## src/rtl/mmuj_pkg.sv

```systemverilog
package mmuj_pkg;

    localparam int OP_W  = 2;
    localparam int ASI_W = 3;
    localparam int VRD_W = 3;
    localparam int FT_W  = 8;

    typedef enum logic [OP_W-1:0] {
        OP_LOAD   = 2'd0,
        OP_STORE  = 2'd1,
        OP_ATOMIC = 2'd2,
        OP_FLUSH  = 2'd3
    } op_e;

    typedef enum logic [ASI_W-1:0] {
        ASI_NORMAL  = 3'd0,
        ASI_NOFAULT = 3'd1,
        ASI_NUCLEUS = 3'd2,
        ASI_ASUSER  = 3'd3,
        ASI_BYPASS  = 3'd4
    } asi_e;

    typedef enum logic [VRD_W-1:0] {
        V_OK      = 3'd0,
        V_DMISS   = 3'd1,
        V_IMISS   = 3'd2,
        V_DEXC    = 3'd3,
        V_IEXC    = 3'd4,
        V_DPROT   = 3'd5,
        V_PRIVACT = 3'd6
    } verdict_e;

    typedef enum logic {
        ST_IDLE = 1'b0,
        ST_EMIT = 1'b1
    } st_e;

    localparam logic [FT_W-1:0] FT_NONE      = 8'h00;
    localparam logic [FT_W-1:0] FT_PRIV_PAGE = 8'h01;
    localparam logic [FT_W-1:0] FT_SIDE_EFF  = 8'h02;
    localparam logic [FT_W-1:0] FT_NC_ATOMIC = 8'h04;
    localparam logic [FT_W-1:0] FT_PRIVACT   = 8'h08;
    localparam logic [FT_W-1:0] FT_NFO       = 8'h10;
    localparam logic [FT_W-1:0] FT_VA_RANGE  = 8'h20;
    localparam logic [FT_W-1:0] FT_WPROT     = 8'h40;

    typedef struct packed {
        logic hit;
        logic p;
        logic w;
        logic e;
        logic cp;
        logic nfo;
    } tte_t;

    typedef struct packed {
        verdict_e          v;
        logic [FT_W-1:0]   ft;
    } result_t;

endpackage

```

## src/rtl/mmuj_data_rules.sv

```systemverilog
module mmuj_data_rules
    import mmuj_pkg::*;
(
    input  op_e     op,
    input  asi_e    asi,
    input  logic    priv,
    input  logic    am,
    input  logic    va_ok,
    input  logic    en,
    input  tte_t    tte,
    output result_t res
);

    logic restricted;
    logic is_atomic;
    logic writes;
    logic nf_class;

    always_comb begin
        restricted = (asi == ASI_NUCLEUS) || (asi == ASI_ASUSER) || (asi == ASI_BYPASS);
        is_atomic  = (op == OP_ATOMIC);
        writes     = (op == OP_STORE) || is_atomic;
        nf_class   = (asi == ASI_NOFAULT);
    end

    // Priority chain: the first rule that matches decides the verdict.
    always_comb begin
        res.v  = V_OK;
        res.ft = FT_NONE;
        if (restricted && !priv) begin
            res.v  = V_PRIVACT;
            res.ft = FT_PRIVACT;
        end else if (asi == ASI_BYPASS) begin
            res.v  = V_OK;
        end else if (!en) begin
            if (is_atomic) begin
                res.v  = V_DEXC;
                res.ft = FT_NC_ATOMIC;
            end
        end else if (!va_ok && !am) begin
            res.v  = V_DEXC;
            res.ft = FT_VA_RANGE;
        end else if (!tte.hit) begin
            res.v  = V_DMISS;
        end else if (tte.p && !priv) begin
            res.v  = V_DEXC;
            res.ft = FT_PRIV_PAGE;
        end else if (is_atomic && !tte.cp) begin
            res.v  = V_DEXC;
            res.ft = FT_NC_ATOMIC;
        end else if (tte.nfo && !nf_class) begin
            res.v  = V_DEXC;
            res.ft = FT_NFO;
        end else if (nf_class && tte.e && (op == OP_LOAD)) begin
            res.v  = V_DEXC;
            res.ft = FT_SIDE_EFF;
        end else if (writes && !tte.w) begin
            res.v  = V_DPROT;
            res.ft = FT_WPROT;
        end
    end

endmodule

```

## src/rtl/mmuj_inst_rules.sv

```systemverilog
module mmuj_inst_rules
    import mmuj_pkg::*;
(
    input  logic    priv,
    input  logic    en,
    input  logic    hit,
    input  logic    p,
    output result_t res
);

    always_comb begin
        res.v  = V_OK;
        res.ft = FT_NONE;
        if (!en) begin
            res.v  = V_OK;
        end else if (!hit) begin
            res.v  = V_IMISS;
        end else if (p && !priv) begin
            res.v  = V_IEXC;
            res.ft = FT_PRIV_PAGE;
        end
    end

endmodule

```

## src/rtl/mmu_access_judge.sv

```systemverilog
module mmu_access_judge
    import mmuj_pkg::*;
(
    input  logic              clk,
    input  logic              rst_n,
    input  logic              req_valid,
    input  logic              req_is_inst,
    input  logic [OP_W-1:0]   req_op,
    input  logic [ASI_W-1:0]  req_asi,
    input  logic              req_priv,
    input  logic              req_am,
    input  logic              req_va_ok,
    input  logic              mmu_en,
    input  logic              tlb_hit,
    input  logic              tlb_p,
    input  logic              tlb_w,
    input  logic              tlb_e,
    input  logic              tlb_cp,
    input  logic              tlb_nfo,
    output logic              out_valid,
    output logic [VRD_W-1:0]  out_verdict,
    output logic [FT_W-1:0]   out_ftype
);

    tte_t    tte;
    result_t res_d;
    result_t res_i;
    result_t res_sel;
    st_e     state_q;
    st_e     state_d;

    assign tte = '{hit: tlb_hit, p: tlb_p, w: tlb_w, e: tlb_e, cp: tlb_cp, nfo: tlb_nfo};

    mmuj_data_rules u_data (
        .op    (op_e'(req_op)),
        .asi   (asi_e'(req_asi)),
        .priv  (req_priv),
        .am    (req_am),
        .va_ok (req_va_ok),
        .en    (mmu_en),
        .tte   (tte),
        .res   (res_d)
    );

    mmuj_inst_rules u_inst (
        .priv (req_priv),
        .en   (mmu_en),
        .hit  (tlb_hit),
        .p    (tlb_p),
        .res  (res_i)
    );

    assign res_sel = req_is_inst ? res_i : res_d;

    // State register
    always_ff @(posedge clk) begin
        if (!rst_n) state_q <= ST_IDLE;
        else        state_q <= state_d;
    end

    // Transitions: go_emit / stay_emit on a strobe, go_idle / stay_idle without
    always_comb begin
        state_d = state_q;
        unique case (state_q)
            ST_IDLE: state_d = req_valid ? ST_EMIT : ST_IDLE;
            ST_EMIT: state_d = req_valid ? ST_EMIT : ST_IDLE;
            default: state_d = ST_IDLE;
        endcase
    end

    // Output register
    always_ff @(posedge clk) begin
        if (!rst_n) begin
            out_verdict <= '0;
            out_ftype   <= '0;
        end else if (req_valid) begin
            out_verdict <= res_sel.v;
            out_ftype   <= res_sel.ft;
        end
    end

    assign out_valid = (state_q == ST_EMIT);

    // one-cycle registered handshake and hold
    a_r1_valid_follows: assert property (@(posedge clk) disable iff (!rst_n)
        req_valid |=> out_valid);
    a_r1_idle_drops: assert property (@(posedge clk) disable iff (!rst_n)
        !req_valid |=> !out_valid);
    a_r1_hold: assert property (@(posedge clk) disable iff (!rst_n)
        !req_valid |=> ($stable(out_verdict) && $stable(out_ftype)));

    // fault type is zero for pass and miss, nonzero otherwise
    a_r2_ft_zero: assert property (@(posedge clk) disable iff (!rst_n)
        (out_valid && out_verdict <= 3'd2) |-> (out_ftype == '0));
    a_r2_ft_nonzero: assert property (@(posedge clk) disable iff (!rst_n)
        (out_valid && out_verdict >= 3'd3) |-> (out_ftype != '0));

    // restricted class without privilege
    a_r3_privact: assert property (@(posedge clk) disable iff (!rst_n)
        (req_valid && !req_is_inst && !req_priv && req_asi >= 3'd2 && req_asi <= 3'd4)
        |=> (out_verdict == 3'd6 && out_ftype == 8'h08));

    // privileged bypass never faults
    a_r4_bypass_ok: assert property (@(posedge clk) disable iff (!rst_n)
        (req_valid && !req_is_inst && req_priv && req_asi == 3'd4) |=> (out_verdict == 3'd0));

    // no miss while translation is off
    a_r5_no_miss_off: assert property (@(posedge clk) disable iff (!rst_n)
        (req_valid && !mmu_en) |=> (out_verdict != 3'd1 && out_verdict != 3'd2));

endmodule

```

## config.mk

```make
export PLATFORM = sky130hd
export DESIGN_NAME = mmu_access_judge
export DESIGN_NICKNAME = d
export VERILOG_FILES = /design/src/rtl/mmuj_pkg.sv /design/src/rtl/mmuj_data_rules.sv /design/src/rtl/mmuj_inst_rules.sv /design/src/rtl/mmu_access_judge.sv
export SDC_FILE = /design/constraint.sdc
export NUM_CORES = 1
export LEC_CHECK = 0
export BUFFER_PORTS_ARGS = -buffer_cell sky130_fd_sc_hd__buf_2
export CORE_ASPECT_RATIO = 1.1
export CORE_MARGIN = 3
export CORE_UTILIZATION = 45
export DETAILED_ROUTE_END_ITERATION = 10
export GPL_ROUTABILITY_DRIVEN = 0
export PLACE_DENSITY = 0.73
export SYNTH_ARGS = -nofsm -noshare
export SYNTH_HDL_FRONTEND = slang
export SYNTH_HIERARCHICAL = 1
export SYNTH_SLANG_ARGS = --single-unit
```

## constraint.sdc

```tcl
create_clock -name clk -period 2.2 [get_ports clk]
set_input_delay 0.44 -clock clk [delete_from_list [all_inputs] [get_ports clk]]
set_output_delay 0.44 -clock clk [all_outputs]
set_load 0.005 [all_outputs]
```

Word level (Yosys, flattened, before mapping)
Cells that the tools add are included.
Operators by class
  reduce and logical (&&, ||, !) cells: 18
  eq/ne operators: 6
  muxes and demuxes: 20
Operator list (count)
  $mux 11: 10
  $mux 8: 4
  $mux 3: 4
  $mux 10: 1
  $logic_and 1x1->1: 8
  $eq 3x2->1 const B: 2
  $logic_not 1->1: 6
  $eq 3x1->1 const B: 1
  $eq 3x3->1 const B: 1
  $logic_or 1x1->1: 3
  $eq 2x1->1 const B: 1
  $eq 2x2->1 const B: 1
  $logic_not 2->1: 1
  $mux 1: 1
Storage, ports and cells
  register bits: 12
  logic and storage cells: 47
  bits of input ports: 19
  output and inout port bits: 12

Depth between registers and ports, before layout
Gate-level depths: netlist (run 1).
  depth in word-level cells: 14
  gate-level depth with buffers: 8
  depth with buffers taken out: 8

By module
Netlist (run 1), hierarchy kept.
Modules (own cells, without submodules)
  mmu_access_judge: seq. area each 240.2 µm², times used 1, cells an instance 50, area each 490.5 µm²
  mmuj_data_rules: seq. area each 0.0 µm², times used 1, cells an instance 45, area each 292.8 µm²
  mmuj_inst_rules: seq. area each 0.0 µm², times used 1, cells an instance 12, area each 87.6 µm²

Worst setup path after synthesis (run 1)
Ideal clock, no wire load.
  path kind: input to register
  start: in req_op[0]
  end: reg out_ftype[6]
  slack: 0.421 ns
  data required time: 2.130 ns
  stages: 8
  data arrival time: 1.709 ns
  setup time: 0.070 ns
  buffers on the path: 0
  cell sequence: inv_1 -> ha_1 -> nand2b_1 -> and4bb_2 -> or4b_4 -> nor2_2 -> mux2i_1 -> a21oi_1
RTL lines
  from (decl): RTL line mmu_access_judge.sv:8  | input logic [OP_W-1:0] req_op,
  to (signal assigned): RTL line mmu_access_judge.sv:78  | out_ftype <= res_sel.ft;
  to (decl): RTL line mmu_access_judge.sv:22  | output logic [FT_W-1:0] out_ftype

==> metrics.md, run 1 <==
| Metric | Value |
|---|---|
| Status | `complete, no violations` |
| Final Skew | `0 ns` |
| First-pass GRT wire length | `2710 µm` |
| Worst-Skew Late Latency | `around 0.26 ns` |
| Synth unique cells | `36` |
| Setup CP Type | `input port to flop` |
| FF+latch area | `between 200 and 250 µm²` |
| Critical Path AT | `~1.9 ns` |
| Setup violations, final | `0` |
| # fillers | `around 190` |
| Tcrit/Tclk final | `77.1%` |
| Worst setup EP type | `flop` |
| Vias | `between 700 and 800` |
| Critical path data required time | `2.40 ns` |
| Synth Register Bits | `12` |
| Postcts setup bufs | `0` |
| Multi-input gate area | `543 µm²` |
| RSZ-0062 raised after global routing | `false` |
| Initial Utilization | `48.3%` |
| Min-Delay Path Class | `input port to flop` |
| Routed Antenna Nets | `0` |
| CTS Root Cell | `clkbuf_4` |
| CP max FO | `3` |
| Slew Viols, Final | `0` |
| Syn Std Cell Area | `between 800 and 900 µm²` |
| Layout cell share with drive strength beyond 1 | `between 30% and 40%` |
| Post-CTS sizing | `0` |
| Final worst setup slack | `around 0.50 ns` |
| Vias/cell | `5.03` |
| Core area | `roughly 1800 µm²` |
| Reg clk slew, reported paths | `approximately 0.080 ns` |
| Initial antenna violation count | `0` |
| Final net count | `around 160` |
| CTS Hold Buffers Added | `0` |
| Num rows | `16` |
| Die ar. | `between 2000 and 2500 µm²` |
| Leak pwr | `around 0.50 nW` |
| Final Util | `between 50% and 60%` |
| Die Ht | `approximately 52 µm` |
| IO buf count | `30` |
| I/O Pins | `31` |
| Cells on worst reg2reg path | `2` |
| Post-synthesis sequential area ratio | `about 28%` |
| Post-DP HPWL | `1390 µm` |
| Synth top area share | `roughly 28%` |
| Final instance area | `approximately 990 µm²` |
| Clock Tree Buf Depth | `2` |
| Fraction of registers with async set/reset | `0%` |
| Die width | `about 48 µm` |
| Final hold slack | `~0.49 ns` |
| Number of max-cap violations | `0` |
| Syn Inst Count | `107` |
| Maximum vdd drop | `roughly 0.32 mV` |
| Power density cells | `between 400 and 500 nW/µm²` |
| Routed WL per cell | `roughly 11 µm` |
| Vias in the first global route | `672` |
| Syn. warnings | `6` |
| Area growth syn-to-layout | `14.1%` |
| EDFF count, synth | `0` |
| CTS tree | `done` |
| Critical Path Start Type | `input port` |
| Post-synth top flop | `dfxtp_1` |
| N_diodes | `0` |
| Largest net degree at the start of global routing | `24` |
| Min Tclk post-route | `between 1.5 and 2 ns` |
| Area post-placement | `971 µm²` |
| Maximum clock rate | `a little under 600 MHz` |
| CTS Sinks | `12` |
| Synth cell count leaders | `a21oi_1, o21ai_0, dfxtp_1, mux2i_1, buf_4` |
| # DRC | `0` |
| Syn avg cell area | `8.14 µm²` |
| Post-Route WL | `roughly 1700 µm` |
| Clock H-tree levels | `1` |
| Overall Global Routing Usage | `14.8%` |
| Fin. Hold Viols | `0` |
| Num CTS Buffers | `3` |
| Hold path depth | `3` |
| First-pass DRT Iterations | `4` |
| Area leader, netlist | `dfxtp_1` |
| GR Overflow Total | `0` |
| DR iter-0 viols | `9` |
| Synth area leaders | `dfxtp_1, mux2i_1, buf_4` |
| Dpl ws | `~0.24 ns` |
| Setup TNS | `0 ns` |
## logic make-up (layout without fill, tap and decap cells)
kind of cell,Yosys count,after routing,share of synthesized area [%]
adders and majority gates,2,2,2.87
AOI/OAI and AO/OA,30,30,17.8
other,2,9,0.862
and+or+nand+nor,31,31,24.0
muxes,12,12,13.8
DFF,12,12,27.6
buffers and inverters,18,37,13.1
## final timing paths
| check | start | to | slack, ns |
|---|---|---|---|
| min | rst_n | out_ftype[1]$_SDFFE_PN0P_ | 0.49 |
| min reg2reg | out_ftype[1]$_SDFFE_PN0P_ | out_ftype[1]$_SDFFE_PN0P_ | 0.52 |
| max reg2reg | out_verdict[2]$_SDFFE_PN0P_ | out_verdict[2]$_SDFFE_PN0P_ | 1.54 |
| max | req_op[0] | out_verdict[2]$_SDFFE_PN0P_ | 0.50 |
## cell type report
class	instances	area share, %
flip-flops and latches	12	24.2
repair buffers	30	15.1
inverters	4	1.51
well taps	18	2.27
clock buffers	3	2.27
multi-input cells	84	54.7
## placed cells by master (no fill, tap or decap), types with 2 or more instances in the layout
| cell type | Yosys | final |
|---|---|---|
| o21ai_0 | 14 | 14 |
| clkbuf_4 | 0 | 3 |
| conb_1 | 2 | 9 |
| dfxtp_1 | 12 | 12 |
| inv_1 | 3 | 3 |
| buf_2 | 1 | 30 |
| mux2i_1 | 12 | 12 |
| nand2b_1 | 3 | 3 |
| nand2_1 | 4 | 4 |
| a21oi_1 | 14 | 14 |
| nor2_1 | 5 | 5 |
| nor2b_1 | 2 | 2 |
| ha_1 | 2 | 2 |
## per-stage QoR
| stage | power [mW] | cells |
|---|---|---|
| 6_report | 0.486 | 151 |
| 5_1_grt | 0.519 | 151 |
| 3_5_place_dp | 0.358 | 148 |
| 2_1_floorplan | 0.326 | 114 |
| 3_3_place_gp | 0.356 | 148 |
| 4_1_cts | 0.490 | 151 |
## power breakdown
group / internal, mW / switching [mW] / total, mW / leakage [nW]
Sequential: 0.232 / 0.00608 / 0.238 / 0.0995
Clock: 0.0632 / 0.0688 / 0.132 / 0.0138
Combinational: 0.0550 / 0.0608 / 0.116 / 0.386
Total: 0.350 / 0.136 / 0.486 / 0.499
## sequential cells by signal, indices dropped and copies added, names as in the netlist
register and cells:
out_verdict 3, out_ftype 8, out_valid 1
## layer usage
| metal | vias up | GRT usage (%) | part of all wire (%) |
|---|---|---|---|
| met5 | - | 0 | 0 |
| met4 | 0 | 4.93 | 0 |
| met3 | 0 | 2.42 | 3.7 |
| met2 | 15 | 23.1 | 51 |
| met1 | 338 | 20.1 | 45 |
| li1 | 406 | - | - |
## critical path: stages
cell	delay [ns]
buf_2	0.07
inv_1	0.04
ha_1	0.21
nand2b_1	0.11
and4bb_2	0.25
or4b_4	0.48
nand2_1	0.08
mux2i_1	0.06
a21oi_1	0.15
Note: power is estimated with default switching activity, not from simulation.
==> inputs of run 2 (changes only) <==
Settings changed: ABC_AREA from default to 1, PLACE_DENSITY 0.73 to 0.72.
Clock period 2.2 ns to 1.6 ns, I/O delays scaled along.
==> run 2 against run 1 <==
  * Cell count grew 47%
  * Design area grew 11%
  * Critical endpoint is now out_verdict[1]$_SDFFE_PN0P_
  * Core utilization shrank 0.46 points
  * Via count grew 29%
  * First-iteration DRC count is the same
  * Clock power grew 84%
  * Global-route usage shrank 0.39 points
  * Sequential share of layout area shrank 2.4 points
  * Combinational power grew 54%
  * Sequential power grew 37%
  * Critical path depth grew 6
==> metrics.md, run 2 <==
| Metric | Value |
|---|---|
| Number of max-cap violations | `0 (unchanged)` |
| Routed Antenna Nets | `0 (unchanged)` |
| Synth area leaders | `dfxtp_1, nor2_1, nand2_1 (was dfxtp_1, mux2i_1, buf_4)` |
| Post-CTS sizing | `0 (unchanged)` |
| Synth Register Bits | `12 (unchanged)` |
| Num rows | `17 (was 16)` |
| Setup TNS | `0 ns (unchanged)` |
| Routed WL per cell | `8.63 µm (was 11.4 µm)` |
| Met2 Use GR | `30.9% (was 23.1%)` |
| Cells on worst reg2reg path | `2 (unchanged)` |
| Clock Tree Buf Depth | `2 (unchanged)` |
| Slew Viols, Final | `0 (unchanged)` |
| Final Util | `54.7% (was 55.1%)` |
| # DRC | `0 (unchanged)` |
| Commonest non-fill, non-tap cell in the layout | `nor2_1 (was buf_2)` |
| Power density cells | `677 nW/µm² (was 489 nW/µm²)` |
| Final worst setup slack | `0.347 ns (was 0.504 ns)` |
| Min Tclk post-route | `1.25 ns` |
| EDFF count, synth | `0 (unchanged)` |
| GR Overflow Total | `0 (unchanged)` |
| Most common cell in the synthesized netlist | `nor2_1` |
| Area leader, netlist | `dfxtp_1 (unchanged)` |
| Initial antenna violation count | `0 (unchanged)` |
| CP max FO | `2 (was 3)` |
| Syn Inst Count | `168 (was 107)` |
| Critical path data required time | `1.77 ns (was 2.40 ns)` |
| Max FFs per register | `8 (unchanged)` |
| CTS Sinks | `12 (unchanged)` |
| Post-synth top flop | `dfxtp_1 (unchanged)` |
| First-pass DRT Iterations | `4 (unchanged)` |
| Tcrit/Tclk final | `approximately four fifths` |
| CTS Root Cell | `clkbuf_4 (unchanged)` |
| Post-DP HPWL | `1550 µm (was 1390 µm)` |
| Worst setup EP type | `flop (unchanged)` |
| Syn Std Cell Area | `971 µm² (was 871 µm²)` |
| Post-synthesis sequential area ratio | `24.7% (was 27.6%)` |
| Synth unique cells | `20 (was 36)` |
| Reg clk slew, reported paths | `0.08 ns (about the same)` |
| Maximum clock rate | `approximately 800 MHz` |
| Synth cell count leaders | `nor2_1, nand2_1, inv_1 (was a21oi_1, o21ai_0, dfxtp_1, mux2i_1, buf_4)` |
| Clock H-tree levels | `1 (unchanged)` |
| Most Crowded Layer GR | `met2 (unchanged)` |
| Worst-Skew Late Latency | `0.27 ns (was 0.26 ns)` |
| First-pass GRT wire length | `3150 µm (was 2710 µm)` |
| Hold path endpoint | `out_valid$_SDFF_PN0_ (was out_ftype[1]$_SDFFE_PN0P_)` |
| Num CTS Buffers | `3 (unchanged)` |
| Most flops, register | `out_ftype (unchanged)` |
| Die width | `50.3 µm (was 47.9 µm)` |
| Synth top area share | `24.7% (was 27.6%)` |
| N_diodes | `0 (unchanged)` |
| IO buf count | `30 (unchanged)` |
| Min-Delay Path Class | `input port to flop (unchanged)` |
| Setup CP Type | `input port to flop (unchanged)` |
| Setup violations, final | `0 (unchanged)` |
| Worst reg2reg path startpoint | `out_ftype[7]$_SDFFE_PN0P_ (was out_verdict[2]$_SDFFE_PN0P_)` |
| RSZ-0062 raised after global routing | `false (unchanged)` |
| Hold path depth | `3 (unchanged)` |
| Initial Utilization | `48.0% (was 48.3%)` |
| Maximum vdd drop | `0.487 mV (was 0.321 mV)` |
| Core area | `2020 µm² (was 1800 µm²)` |
| CTS tree | `done (unchanged)` |
| Area post-placement | `1070 µm² (was 971 µm²)` |
| Post-Route WL | `1920 µm (was 1720 µm)` |
| Critical Path Start Type | `input port (unchanged)` |
| Final Skew | `0 ns (unchanged)` |
| CTS Hold Buffers Added | `0 (unchanged)` |
| Overall Global Routing Usage | `14.4% (was 14.8%)` |
| Layout cell share with drive strength beyond 1 | `23.7% (was 30.8%)` |
| Fraction of registers with async set/reset | `0% (unchanged)` |
| Leak pwr | `0.642 nW (was 0.499 nW)` |
| Area growth syn-to-layout | `13.8% (was 14.1%)` |
| Critical Path AT | `1.42 ns (was 1.90 ns)` |
| I/O Pins | `31 (unchanged)` |
| Largest net degree at the start of global routing | `24 (unchanged)` |
| Met1 GRT Util | `14.5% (was 20.1%)` |
| Worst Hold Launch | `rst_n (unchanged)` |
| Final net count | `216 (was 156)` |
| Commonest non-fill, non-tap cells in the layout | `nor2_1, nand2_1, buf_2, inv_1, dfxtp_1 (was buf_2, o21ai_0, a21oi_1, mux2i_1, dfxtp_1)` |
| Vias in the first global route | `859 (was 672)` |
| Postcts setup bufs | `0 (unchanged)` |
| # fillers | `236 (was 188)` |
| Die Ht | `54.7 µm (was 52.1 µm)` |
| Vias/cell | `4.42 (was 5.03)` |
| Syn avg cell area | `5.78 µm² (was 8.14 µm²)` |
| Dpl ws | `0.0532 ns (was 0.239 ns)` |
| Status | `complete, no violations (unchanged)` |
| Syn. warnings | `6 (unchanged)` |
| Final instance area | `1100 µm² (was 993 µm²)` |
| DR iter-0 viols | `9 (unchanged)` |
| Fin. Hold Viols | `0 (unchanged)` |
| Worst R2R End | `out_ftype[7]$_SDFFE_PN0P_ (was out_verdict[2]$_SDFFE_PN0P_)` |
| Worst reg-to-reg setup slack | `0.92 ns (was 1.54 ns)` |
| Die ar. | `2750 µm² (was 2500 µm²)` |
| GR Layer Usage met3 | `2.72% (was 2.42%)` |
| Vias | `982 (was 759)` |
-- run 2: changes by cell type in the layout (fill, tap and decap cells not counted), moves of 4 or more --
cell	change
nor2_1	+38
nand2_1	+32
inv_1	+20
mux2i_1	-12
a21oi_1	-11
inv_2	+4
nand3_1	+4
-- run 2: worst max path at each step --
stage,from,endpoint,cells after the start
6_report,req_op[0],out_verdict[1]$_SDFFE_PN0P_,15
5_1_grt,req_op[0],out_verdict[1]$_SDFFE_PN0P_,15
3_3_place_gp,req_op[0],out_verdict[1]$_SDFFE_PN0P_,15
4_1_cts,req_op[0],out_verdict[1]$_SDFFE_PN0P_,15
3_5_place_dp,req_op[0],out_verdict[1]$_SDFFE_PN0P_,15
2_1_floorplan,req_op[0],out_verdict[1]$_SDFFE_PN0P_,14
-- run 2: worst max-delay path: stages --
cell and delay [ns]:
buf_2 0.07, inv_1 0.05, ha_1 0.21, nand2_1 0.09
nand2_1 0.06, clkinv_1 0.06, nand3_2 0.09, nand2_1 0.07
nand2_1 0.05, nand2_1 0.05, nand2_1 0.04, inv_1 0.04
nor2_1 0.03, nor2_1 0.12, nor2_1 0.05
-- run 2: cell families after synthesis --
family	after synthesis	share of synthesized area, %
AO/OA/AOI/OAI	15	8.89
adder cells (fa/ha/maj)	2	2.58
buffers and inverters	44	22.9
flip-flops	12	24.7
other	2	0.773
AND/OR/NAND/NOR	93	40.1
-- run 2: report_power, final --
| part | internal, mW | leakage (nW) | total (mW) | switching, mW |
|---|---|---|---|---|
| registers | 0.318 | 0.0994 | 0.326 | 0.00786 |
| clock network | 0.138 | 0.0210 | 0.243 | 0.104 |
| logic | 0.0716 | 0.522 | 0.179 | 0.107 |
-- run 2: final cells by class --
cell class	instances	area, µm²	area share [%]
clock buffers	4	36.3	3.28
inverters	29	109	9.85
multi-input cells	119	534	48.4
flip-flops and latches	12	240	21.7
well taps	28	35.0	3.17
repair buffers	30	150	13.6
-- run 2: through the flow --
stage / hold slack (ns) / power (mW) / std cells
2_1_floorplan: 0.462 / 0.470 / 175
3_3_place_gp: 0.488 / 0.508 / 218
3_5_place_dp: 0.497 / 0.513 / 218
4_1_cts: 0.343 / 0.756 / 222
5_1_grt: 0.367 / 0.798 / 222
6_report: 0.351 / 0.748 / 222
-- run 2: metal layers --
metal  share of wire (%)  vias to the layer above
met5                   0                        -
met1                  41                      430
li1                    -                      538
met2                  56                       14
met3                 3.1                        0
met4                   0                        0
